<file path="src/rtl/sd_pkg.sv">
// Shared field widths and packet types for the schedule dispatch block.
package sd_pkg;
    localparam int TIME_W = 16;
    localparam int TYPE_W = 3;
    localparam int IDX_W  = 4;
    localparam int CFG_W  = 16;

    // Host packet, most significant field first.
    typedef struct packed {
        logic [TIME_W-1:0] start;
        logic [TYPE_W-1:0] rtype;
        logic [IDX_W-1:0]  ridx;
        logic [CFG_W-1:0]  cfg;
        logic              last;
    } pkt_t;

    localparam int PKT_W = $bits(pkt_t);

    // Work item stored in a resource queue.
    typedef struct packed {
        logic [TYPE_W-1:0] rtype;
        logic [CFG_W-1:0]  cfg;
    } work_t;

    localparam int WORK_W = $bits(work_t);
endpackage

</file>
<file path="src/rtl/sd_fifo.sv">
// Synchronous FIFO with a registered occupancy count.
// Assumes: a push when full and a pop when empty are ignored; read data is the head entry.
module sd_fifo #(
    parameter int W     = 8,
    parameter int DEPTH = 4
) (
    input  logic         clk,
    input  logic         rst_n,
    input  logic         push,
    input  logic [W-1:0] wdata,
    input  logic         pop,
    output logic [W-1:0] rdata,
    output logic         full,
    output logic         empty
);
    localparam int AW = (DEPTH > 1) ? $clog2(DEPTH) : 1;
    localparam int CW = $clog2(DEPTH + 1);

    logic [W-1:0]  mem [DEPTH];
    logic [AW-1:0] wr_ptr, rd_ptr;
    logic [CW-1:0] cnt;
    logic          do_push, do_pop;

    assign full    = (cnt == CW'(DEPTH));
    assign empty   = (cnt == '0);
    assign do_push = push && !full;
    assign do_pop  = pop && !empty;
    assign rdata   = mem[rd_ptr];

    // Store the incoming entry.
    always_ff @(posedge clk) begin
        if (do_push) mem[wr_ptr] <= wdata;
    end

    // Advance pointers and occupancy.
    always_ff @(posedge clk) begin
        if (!rst_n) begin
            wr_ptr <= '0;
            rd_ptr <= '0;
            cnt    <= '0;
        end else begin
            if (do_push) wr_ptr <= (wr_ptr == AW'(DEPTH - 1)) ? '0 : wr_ptr + 1'b1;
            if (do_pop)  rd_ptr <= (rd_ptr == AW'(DEPTH - 1)) ? '0 : rd_ptr + 1'b1;
            case ({do_push, do_pop})
                2'b10:   cnt <= cnt + 1'b1;
                2'b01:   cnt <= cnt - 1'b1;
                default: cnt <= cnt;
            endcase
        end
    end
endmodule

</file>
<file path="src/rtl/sd_router.sv">
// Steers the head packet to its resource queue and emits one event word per closing packet.
// Assumes: NUM_RES is a power of two of at least 2; a packet moves only when its
// resource queue has room and, if it closes an event, the event queue has room too.
module sd_router import sd_pkg::*; #(
    parameter int NUM_RES = 4,
    localparam int SEL_W  = $clog2(NUM_RES),
    localparam int EVT_W  = TIME_W + NUM_RES
) (
    input  logic               clk,
    input  logic               rst_n,
    input  pkt_t               head,
    input  logic               head_valid,
    input  logic [NUM_RES-1:0] res_full,
    input  logic               evt_full,
    output logic               pop,
    output logic [NUM_RES-1:0] res_push,
    output work_t              work,
    output logic               evt_push,
    output logic [EVT_W-1:0]   evt_word
);
    logic [SEL_W-1:0]   sel;
    logic [NUM_RES-1:0] hit, acc;
    logic               go;

    assign sel        = head.ridx[SEL_W-1:0];
    assign hit        = NUM_RES'(1) << sel;
    assign go         = head_valid && !res_full[sel] && !(head.last && evt_full);
    assign pop        = go;
    assign res_push   = go ? hit : '0;
    assign evt_push   = go && head.last;
    assign evt_word   = {head.start, acc | hit};
    assign work.rtype = head.rtype;
    assign work.cfg   = head.cfg;

    // Collect the resource mask of the event being assembled.
    always_ff @(posedge clk) begin
        if (!rst_n)  acc <= '0;
        else if (go) acc <= head.last ? '0 : (acc | hit);
    end
endmodule

</file>
<file path="src/rtl/sd_glob_ctrl.sv">
// Global step control: releases the oldest event once its start time is reached and
// all of its resources are ready, otherwise stalls the scheduled counter.
// Assumes: start times are compared unsigned against the scheduled counter.
module sd_glob_ctrl import sd_pkg::*; #(
    parameter int NUM_RES   = 4,
    parameter int ELAPSED_W = 32,
    localparam int EVT_W    = TIME_W + NUM_RES
) (
    input  logic                 clk,
    input  logic                 rst_n,
    input  logic                 evt_valid,
    input  logic [EVT_W-1:0]     evt_word,
    input  logic [NUM_RES-1:0]   res_ready,
    output logic [NUM_RES-1:0]   start_vec,
    output logic                 evt_pop,
    output logic                 stall,
    output logic [TIME_W-1:0]    sched_cnt,
    output logic [ELAPSED_W-1:0] elapsed_cnt
);
    logic [TIME_W-1:0]  ev_time;
    logic [NUM_RES-1:0] ev_mask;
    logic               due, all_ok, fire;

    assign ev_time   = evt_word[EVT_W-1 -: TIME_W];
    assign ev_mask   = evt_word[NUM_RES-1:0];
    assign due       = evt_valid && (sched_cnt >= ev_time);
    assign all_ok    = ((ev_mask & ~res_ready) == '0);
    assign fire      = due && all_ok;
    assign stall     = due && !all_ok;
    assign evt_pop   = fire;
    assign start_vec = fire ? ev_mask : '0;

    // Scheduled counter holds on stall; elapsed counter always runs.
    always_ff @(posedge clk) begin
        if (!rst_n) begin
            sched_cnt   <= '0;
            elapsed_cnt <= '0;
        end else begin
            if (!stall) sched_cnt <= sched_cnt + 1'b1;
            elapsed_cnt <= elapsed_cnt + 1'b1;
        end
    end
endmodule

</file>
<file path="src/rtl/sd_res_seq.sv">
// Per-resource sequencer: loads its queued work on start, pulses start outward,
// and stays busy until the resource reports done.
// Assumes: start is only given while ready is high.
module sd_res_seq import sd_pkg::*; (
    input  logic              clk,
    input  logic              rst_n,
    input  logic              start,
    input  logic              q_valid,
    input  work_t             q_data,
    input  logic              done,
    output logic              q_pop,
    output logic              ready,
    output logic              busy,
    output logic              start_pulse,
    output logic [TYPE_W-1:0] op,
    output logic [CFG_W-1:0]  cfg
);
    typedef enum logic {S_IDLE, S_BUSY} seq_st_t;
    seq_st_t st;

    assign ready = (st == S_IDLE) && q_valid;
    assign busy  = (st == S_BUSY);
    assign q_pop = start;

    // Sequencer state, latched work item and outward start pulse.
    always_ff @(posedge clk) begin
        if (!rst_n) begin
            st          <= S_IDLE;
            start_pulse <= 1'b0;
            op          <= '0;
            cfg         <= '0;
        end else begin
            start_pulse <= start;
            if (start) begin
                st  <= S_BUSY;
                op  <= q_data.rtype;
                cfg <= q_data.cfg;
            end else if (st == S_BUSY && done) begin
                st <= S_IDLE;
            end
        end
    end
endmodule

</file>
<file path="src/rtl/sched_dispatch.sv">
// Top of the schedule dispatch controller: input queue, router, per-resource queues
// and sequencers, event queue and global step control.
// Assumes: NUM_RES is a power of two between 2 and 16.
module sched_dispatch import sd_pkg::*; #(
    parameter int NUM_RES   = 4,
    parameter int IN_DEPTH  = 4,
    parameter int RES_DEPTH = 2,
    parameter int EVT_DEPTH = 4,
    parameter int ELAPSED_W = 32
) (
    input  logic                        clk,
    input  logic                        rst_n,
    input  logic                        pkt_valid,
    input  logic [PKT_W-1:0]            pkt_data,
    output logic                        pkt_ready,
    input  logic [NUM_RES-1:0]          res_done,
    output logic [NUM_RES-1:0]          res_start,
    output logic [NUM_RES-1:0]          res_busy,
    output logic [NUM_RES*TYPE_W-1:0]   res_op,
    output logic [NUM_RES*CFG_W-1:0]    res_cfg,
    output logic                        stall,
    output logic [TIME_W-1:0]           sched_cycles,
    output logic [ELAPSED_W-1:0]        elapsed_cycles
);
    localparam int EVT_W = TIME_W + NUM_RES;

    logic [PKT_W-1:0]   in_rdata;
    logic               in_full, in_empty, in_pop;
    logic [NUM_RES-1:0] rq_push, rq_full, rq_empty, rq_pop, rdy, start_vec;
    work_t              work;
    logic               evt_push, evt_full, evt_empty, evt_pop;
    logic [EVT_W-1:0]   evt_wword, evt_rword;

    assign pkt_ready = !in_full;

    sd_fifo #(.W(PKT_W), .DEPTH(IN_DEPTH)) u_in (
        .clk(clk), .rst_n(rst_n), .push(pkt_valid), .wdata(pkt_data),
        .pop(in_pop), .rdata(in_rdata), .full(in_full), .empty(in_empty)
    );

    sd_router #(.NUM_RES(NUM_RES)) u_rt (
        .clk(clk), .rst_n(rst_n), .head(pkt_t'(in_rdata)), .head_valid(!in_empty),
        .res_full(rq_full), .evt_full(evt_full), .pop(in_pop), .res_push(rq_push),
        .work(work), .evt_push(evt_push), .evt_word(evt_wword)
    );

    sd_fifo #(.W(EVT_W), .DEPTH(EVT_DEPTH)) u_evt (
        .clk(clk), .rst_n(rst_n), .push(evt_push), .wdata(evt_wword),
        .pop(evt_pop), .rdata(evt_rword), .full(evt_full), .empty(evt_empty)
    );

    for (genvar i = 0; i < NUM_RES; i++) begin : g_res
        logic [WORK_W-1:0] q_rdata;

        sd_fifo #(.W(WORK_W), .DEPTH(RES_DEPTH)) u_q (
            .clk(clk), .rst_n(rst_n), .push(rq_push[i]), .wdata(work),
            .pop(rq_pop[i]), .rdata(q_rdata), .full(rq_full[i]), .empty(rq_empty[i])
        );

        sd_res_seq u_seq (
            .clk(clk), .rst_n(rst_n), .start(start_vec[i]), .q_valid(!rq_empty[i]),
            .q_data(work_t'(q_rdata)), .done(res_done[i]), .q_pop(rq_pop[i]),
            .ready(rdy[i]), .busy(res_busy[i]), .start_pulse(res_start[i]),
            .op(res_op[i*TYPE_W +: TYPE_W]), .cfg(res_cfg[i*CFG_W +: CFG_W])
        );
    end

    sd_glob_ctrl #(.NUM_RES(NUM_RES), .ELAPSED_W(ELAPSED_W)) u_gc (
        .clk(clk), .rst_n(rst_n), .evt_valid(!evt_empty), .evt_word(evt_rword),
        .res_ready(rdy), .start_vec(start_vec), .evt_pop(evt_pop), .stall(stall),
        .sched_cnt(sched_cycles), .elapsed_cnt(elapsed_cycles)
    );
endmodule

</file>
<file path="config.mk">
export PLATFORM = sky130hd
export DESIGN_NAME = sched_dispatch
export DESIGN_NICKNAME = d
export VERILOG_FILES = /design/src/rtl/sd_pkg.sv /design/src/rtl/sd_fifo.sv /design/src/rtl/sd_router.sv /design/src/rtl/sd_glob_ctrl.sv /design/src/rtl/sd_res_seq.sv /design/src/rtl/sched_dispatch.sv
export SDC_FILE = /design/constraint.sdc
export NUM_CORES = 1
export LEC_CHECK = 0
export ABC_AREA = 0
export BUFFER_PORTS_ARGS = -buffer_cell sky130_fd_sc_hd__buf_2
export CAP_MARGIN = 25
export CORE_UTILIZATION = 59
export CTS_BUF_LIST = sky130_fd_sc_hd__clkbuf_2 sky130_fd_sc_hd__clkbuf_4 sky130_fd_sc_hd__clkbuf_8
export CTS_CLUSTER_SIZE = 16
export DETAILED_ROUTE_END_ITERATION = 8
export PLACE_DENSITY = 0.8
export SYNTH_ARGS = -nofsm -noshare
export SYNTH_HDL_FRONTEND = slang
export SYNTH_SLANG_ARGS = --single-unit
export TNS_END_PERCENT = 20
</file>
<file path="constraint.sdc">
create_clock -name clk -period 5.6 [get_ports clk]
set_input_delay 0.28 -clock clk [delete_from_list [all_inputs] [get_ports clk]]
set_output_delay 0.28 -clock clk [all_outputs]
set_load 0.01 [all_outputs]
</file>
==> summary.txt <==
Routing
  • Final ANT Viol Nets: 0
  • DR vias: 12770
  • DRT Pass-1 Iters: 5
  • DRC viols: 0
  • Routed wire per std cell: 19.93 um
  • Detailed Route WL: 43590 um
  • DRT iter0 DRCs: 763
  • Vias per cell: 5.840

Place
  • DP Cell Count: 1985
  • I/O Buffers: 178
  • Routability cong.: 0.8339
  • Hpwl dp: 27140 um
  • Dpl cell area: 22700 um2

Layout
  • Share of cells above drive strength 1: 24.39%
  • # nets final: 1740
  • Final Util: 70.10%
  • Ant. Diodes: 0
  • Commonest non-fill, non-tap cells in the layout: edfxtp_1, buf_2, dfxtp_1
  • Final instance area: 24930 um2
  • Fin cells: 2187
  • Most common cell after layout, fill and taps aside: edfxtp_1
  • Layout area overhead: 16.97%

Clock network
  • Clock Root Buffer: clkbuf_8
  • CTS tree: done
  • CTS H-tree depth: 3
  • Clock buffer count from CTS: 86
  • Clock Sinks: 554
  • Postcts setup bufs: 0
  • Clock tree buffer depth: 3
  • Worst-path clk slew: 0.06 ns
  • CTS resizes: 0
  • Clock latency on the worst-skew pair: 0.64 ns

Hold path
  • Worst Hold Class: primary input to flop

Floorplanning
  • Die Y: 192.1 um
  • Chip Width: 192.1 um
  • Core area: 35570 um2
  • Row count: 69
  • IO Pins: 181
  • Starting Density: 59.93%
  • Die area: 36890 um2

Worst setup path
  • Worst path required time: 6.15 ns
  • Crit path largest cell delay: 0.85 ns
  • Crit-path leading delay family: compound AO/OA/AOI/OAI gates
  • Critical Path End Type: flop
  • Crit Path Max Fanout: 30
  • Crit-path cells: buf_4 -> mux4_2 -> inv_1 -> ha_1 -> a21oi_1 -> o21ai_0 -> a221oi_1 -> o2bb2ai_4 -> buf_4 -> and2_1 -> ha_1 -> or3_1 -> a21oi_1
  • Worst Path Buf+Inv: 3
  • Crit Path Category: flop to flop
  • Setup crit start kind: flop
  • Arrival @ worst endpoint: 4.91 ns
  • Slowest cell on crit path: dfxtp_1

Yosys
  • Fraction of registers with async set/reset: 0%
  • Syn_nets: 1485
  • Syn_area_per_cell: 15.20 um2
  • Part of the Yosys area used for sequential elements: 70.06%
  • Synth warnings: 0
  • Flop and latch count out of synthesis: 554
  • Syn Std Cell Area: 21320 um2
  • Synth cell types: 58
  • EDFF count, synth: 384
  • Synth Flop Type: edfxtp_1
  • Mapped Cells: 1402

STA
  • Max Slew Vio Count: 0
  • Max Freq: 229.5 MHz
  • Period minus WS final: 4.357 ns
  • Unrepaired setup endpoints after global routing: no
  • Final setup skew: 0.02645 ns
  • Final hold violations: 0
  • Worst rel slew slack: 29.40%
  • Final period util: 77.81%
  • Setup Viol. Count Final: 0
  • Setup TNS: 0 ns
  • Actual slew at the worst max-slew pin: 1.059 ns

Global route
  • Vias in the first global route: 12530
  • First-pass GRT wire length: 66390 um
  • GR Overflow Total: 0
  • Largest net degree at the start of global routing: 76
  • GRT Resource Usage Total: 23.68%
  • Initial antenna violation count: 1

Pwr
  • Leak Pwr: 0.008761 uW
  • Peak supply drop: 261.8 uV
  • PD cells: 426.6 nW/um2

Run
  • Number of max-cap violations: 0

Outcome
  • Status: finished clean
## routing by layer
metal / up-vias / GRT usage (%) / routed length, um
met5: - / 0 / 13
met4: 2 / 9.600 / 1304
met3: 99 / 4.952 / 3146
met2: 513 / 37.45 / 20870
met1: 6269 / 32.22 / 18260
li1: 5888 / - / -
## repair_timing
item,CTS,global route
hold buffers,42,0
endpoints found under the setup margin,0,0
hold endpoints to repair,156,0
## state kept, by name (all words and copies together), names as in the netlist, 3 cells and up, named ones only
| name | flops |
|---|---|
| u_in.cnt | 3 |
| u_in.mem | 152 |
| g_res.u_q.wr_ptr | 4 |
| g_res.u_seq.busy | 4 |
| g_res.u_seq.cfg | 64 |
| u_rt.acc | 4 |
| u_gc.sched_cnt | 16 |
| g_res.u_q.mem | 152 |
| u_gc.elapsed_cnt | 32 |
| g_res.u_q.rd_ptr | 4 |
| g_res.u_q.cnt | 8 |
| g_res.u_seq.op | 12 |
| u_evt.cnt | 3 |
| g_res.u_seq.start_pulse | 4 |
| u_evt.mem | 80 |
## where the power goes
part | switching, uW | internal (uW)
Combinational | 1190 | 664
Clock | 1500 | 1870
Sequential | 195 | 5220
## synthesized netlist by cell type, types with 3 or more instances
| library cell | n | area (um2) |
|---|---|---|
| buf_2 | 17 | 85.08 |
| mux2i_1 | 78 | 780.8 |
| buf_4 | 8 | 60.06 |
| inv_1 | 35 | 131.4 |
| a31oi_1 | 3 | 18.77 |
| and4b_1 | 3 | 30.03 |
| nor2_1 | 66 | 247.7 |
| buf_1 | 5 | 18.77 |
| mux4_2 | 58 | 1306 |
| ha_1 | 34 | 425.4 |
| xnor2_1 | 20 | 175.2 |
| dfxtp_1 | 170 | 3403 |
| and3_1 | 13 | 81.33 |
| a211oi_1 | 77 | 578.1 |
| nand2b_1 | 7 | 43.79 |
| and4_1 | 7 | 61.31 |
| o311ai_0 | 10 | 87.58 |
| nand3_1 | 21 | 105.1 |
| edfxtp_1 | 384 | 11530 |
| nand4_1 | 11 | 68.82 |
| xor2_1 | 23 | 201.4 |
| or3_1 | 10 | 62.56 |
| o21bai_1 | 5 | 37.54 |
| nor2b_1 | 6 | 37.54 |
| nor3_1 | 13 | 65.06 |
| clkbuf_1 | 55 | 206.5 |
| nand2_1 | 54 | 202.7 |
| o21ai_0 | 19 | 95.09 |
| and2_1 | 26 | 162.7 |
| a21oi_1 | 120 | 600.6 |
| nand4b_1 | 5 | 43.79 |
| o21a_1 | 6 | 45.04 |
## per-stage QoR
stage	hold WS, ns	power (uW)	worst slack [ns]
2_1_floorplan	0.3789	6657	1.539
3_3_place_gp	0.4436	7171	1.303
3_5_place_dp	0.4515	7287	1.168
4_1_cts	0.1040	10670	1.164
5_1_grt	0.1306	11070	0.9281
6_report	0.1451	10640	1.243
## worst register-to-register path, stage by stage (launching register included)
cell and delay [ns]:
dfxtp_1 0.85, buf_4 0.28, mux4_2 0.29, inv_1 0.07, ha_1 0.23, a21oi_1 0.14
o21ai_0 0.10, a221oi_1 0.54, o2bb2ai_4 0.33, buf_4 0.36, and2_1 0.20, ha_1 0.33
or3_1 0.39, a21oi_1 0.17
## cell type report
class / instances / area (um2)
sequential: 554 / 14940
clock inverter: 30 / 191.4
tap: 461 / 576.8
clock buffer: 127 / 1548
inverter: 36 / 137.6
multi-input combinational: 726 / 5889
timing repair buffer: 253 / 1654
fill: 2283 / 10640
## path summary, 6_finish.rpt
| kind | startpoint | end | slack (ns) | cells past startpoint |
|---|---|---|---|---|
| worst min register to register | u_rt.acc[3] | u_rt.acc[3] | 0.47 | 2 |
| worst min-delay path | pkt_valid | u_in.wr_ptr[0] | 0.15 | 4 |
| worst max-delay path | flop | g_res[2].u_q.cnt[1] | 1.24 | 13 |
| worst max register to register | flop | g_res[2].u_q.cnt[1] | 1.24 | 13 |
## kinds of logic after synthesis
| kind of cell | Yosys count | share of synthesized area [%] |
|---|---|---|
| fa+ha+maj | 36 | 2.184 |
| flops | 554 | 70.06 |
| xor+xnor | 43 | 1.767 |
| mux | 137 | 9.844 |
| buf+inv | 122 | 2.424 |
| compound gates | 257 | 7.584 |
| simple gates | 253 | 6.134 |
Note: power is estimated with default switching activity, not from simulation.
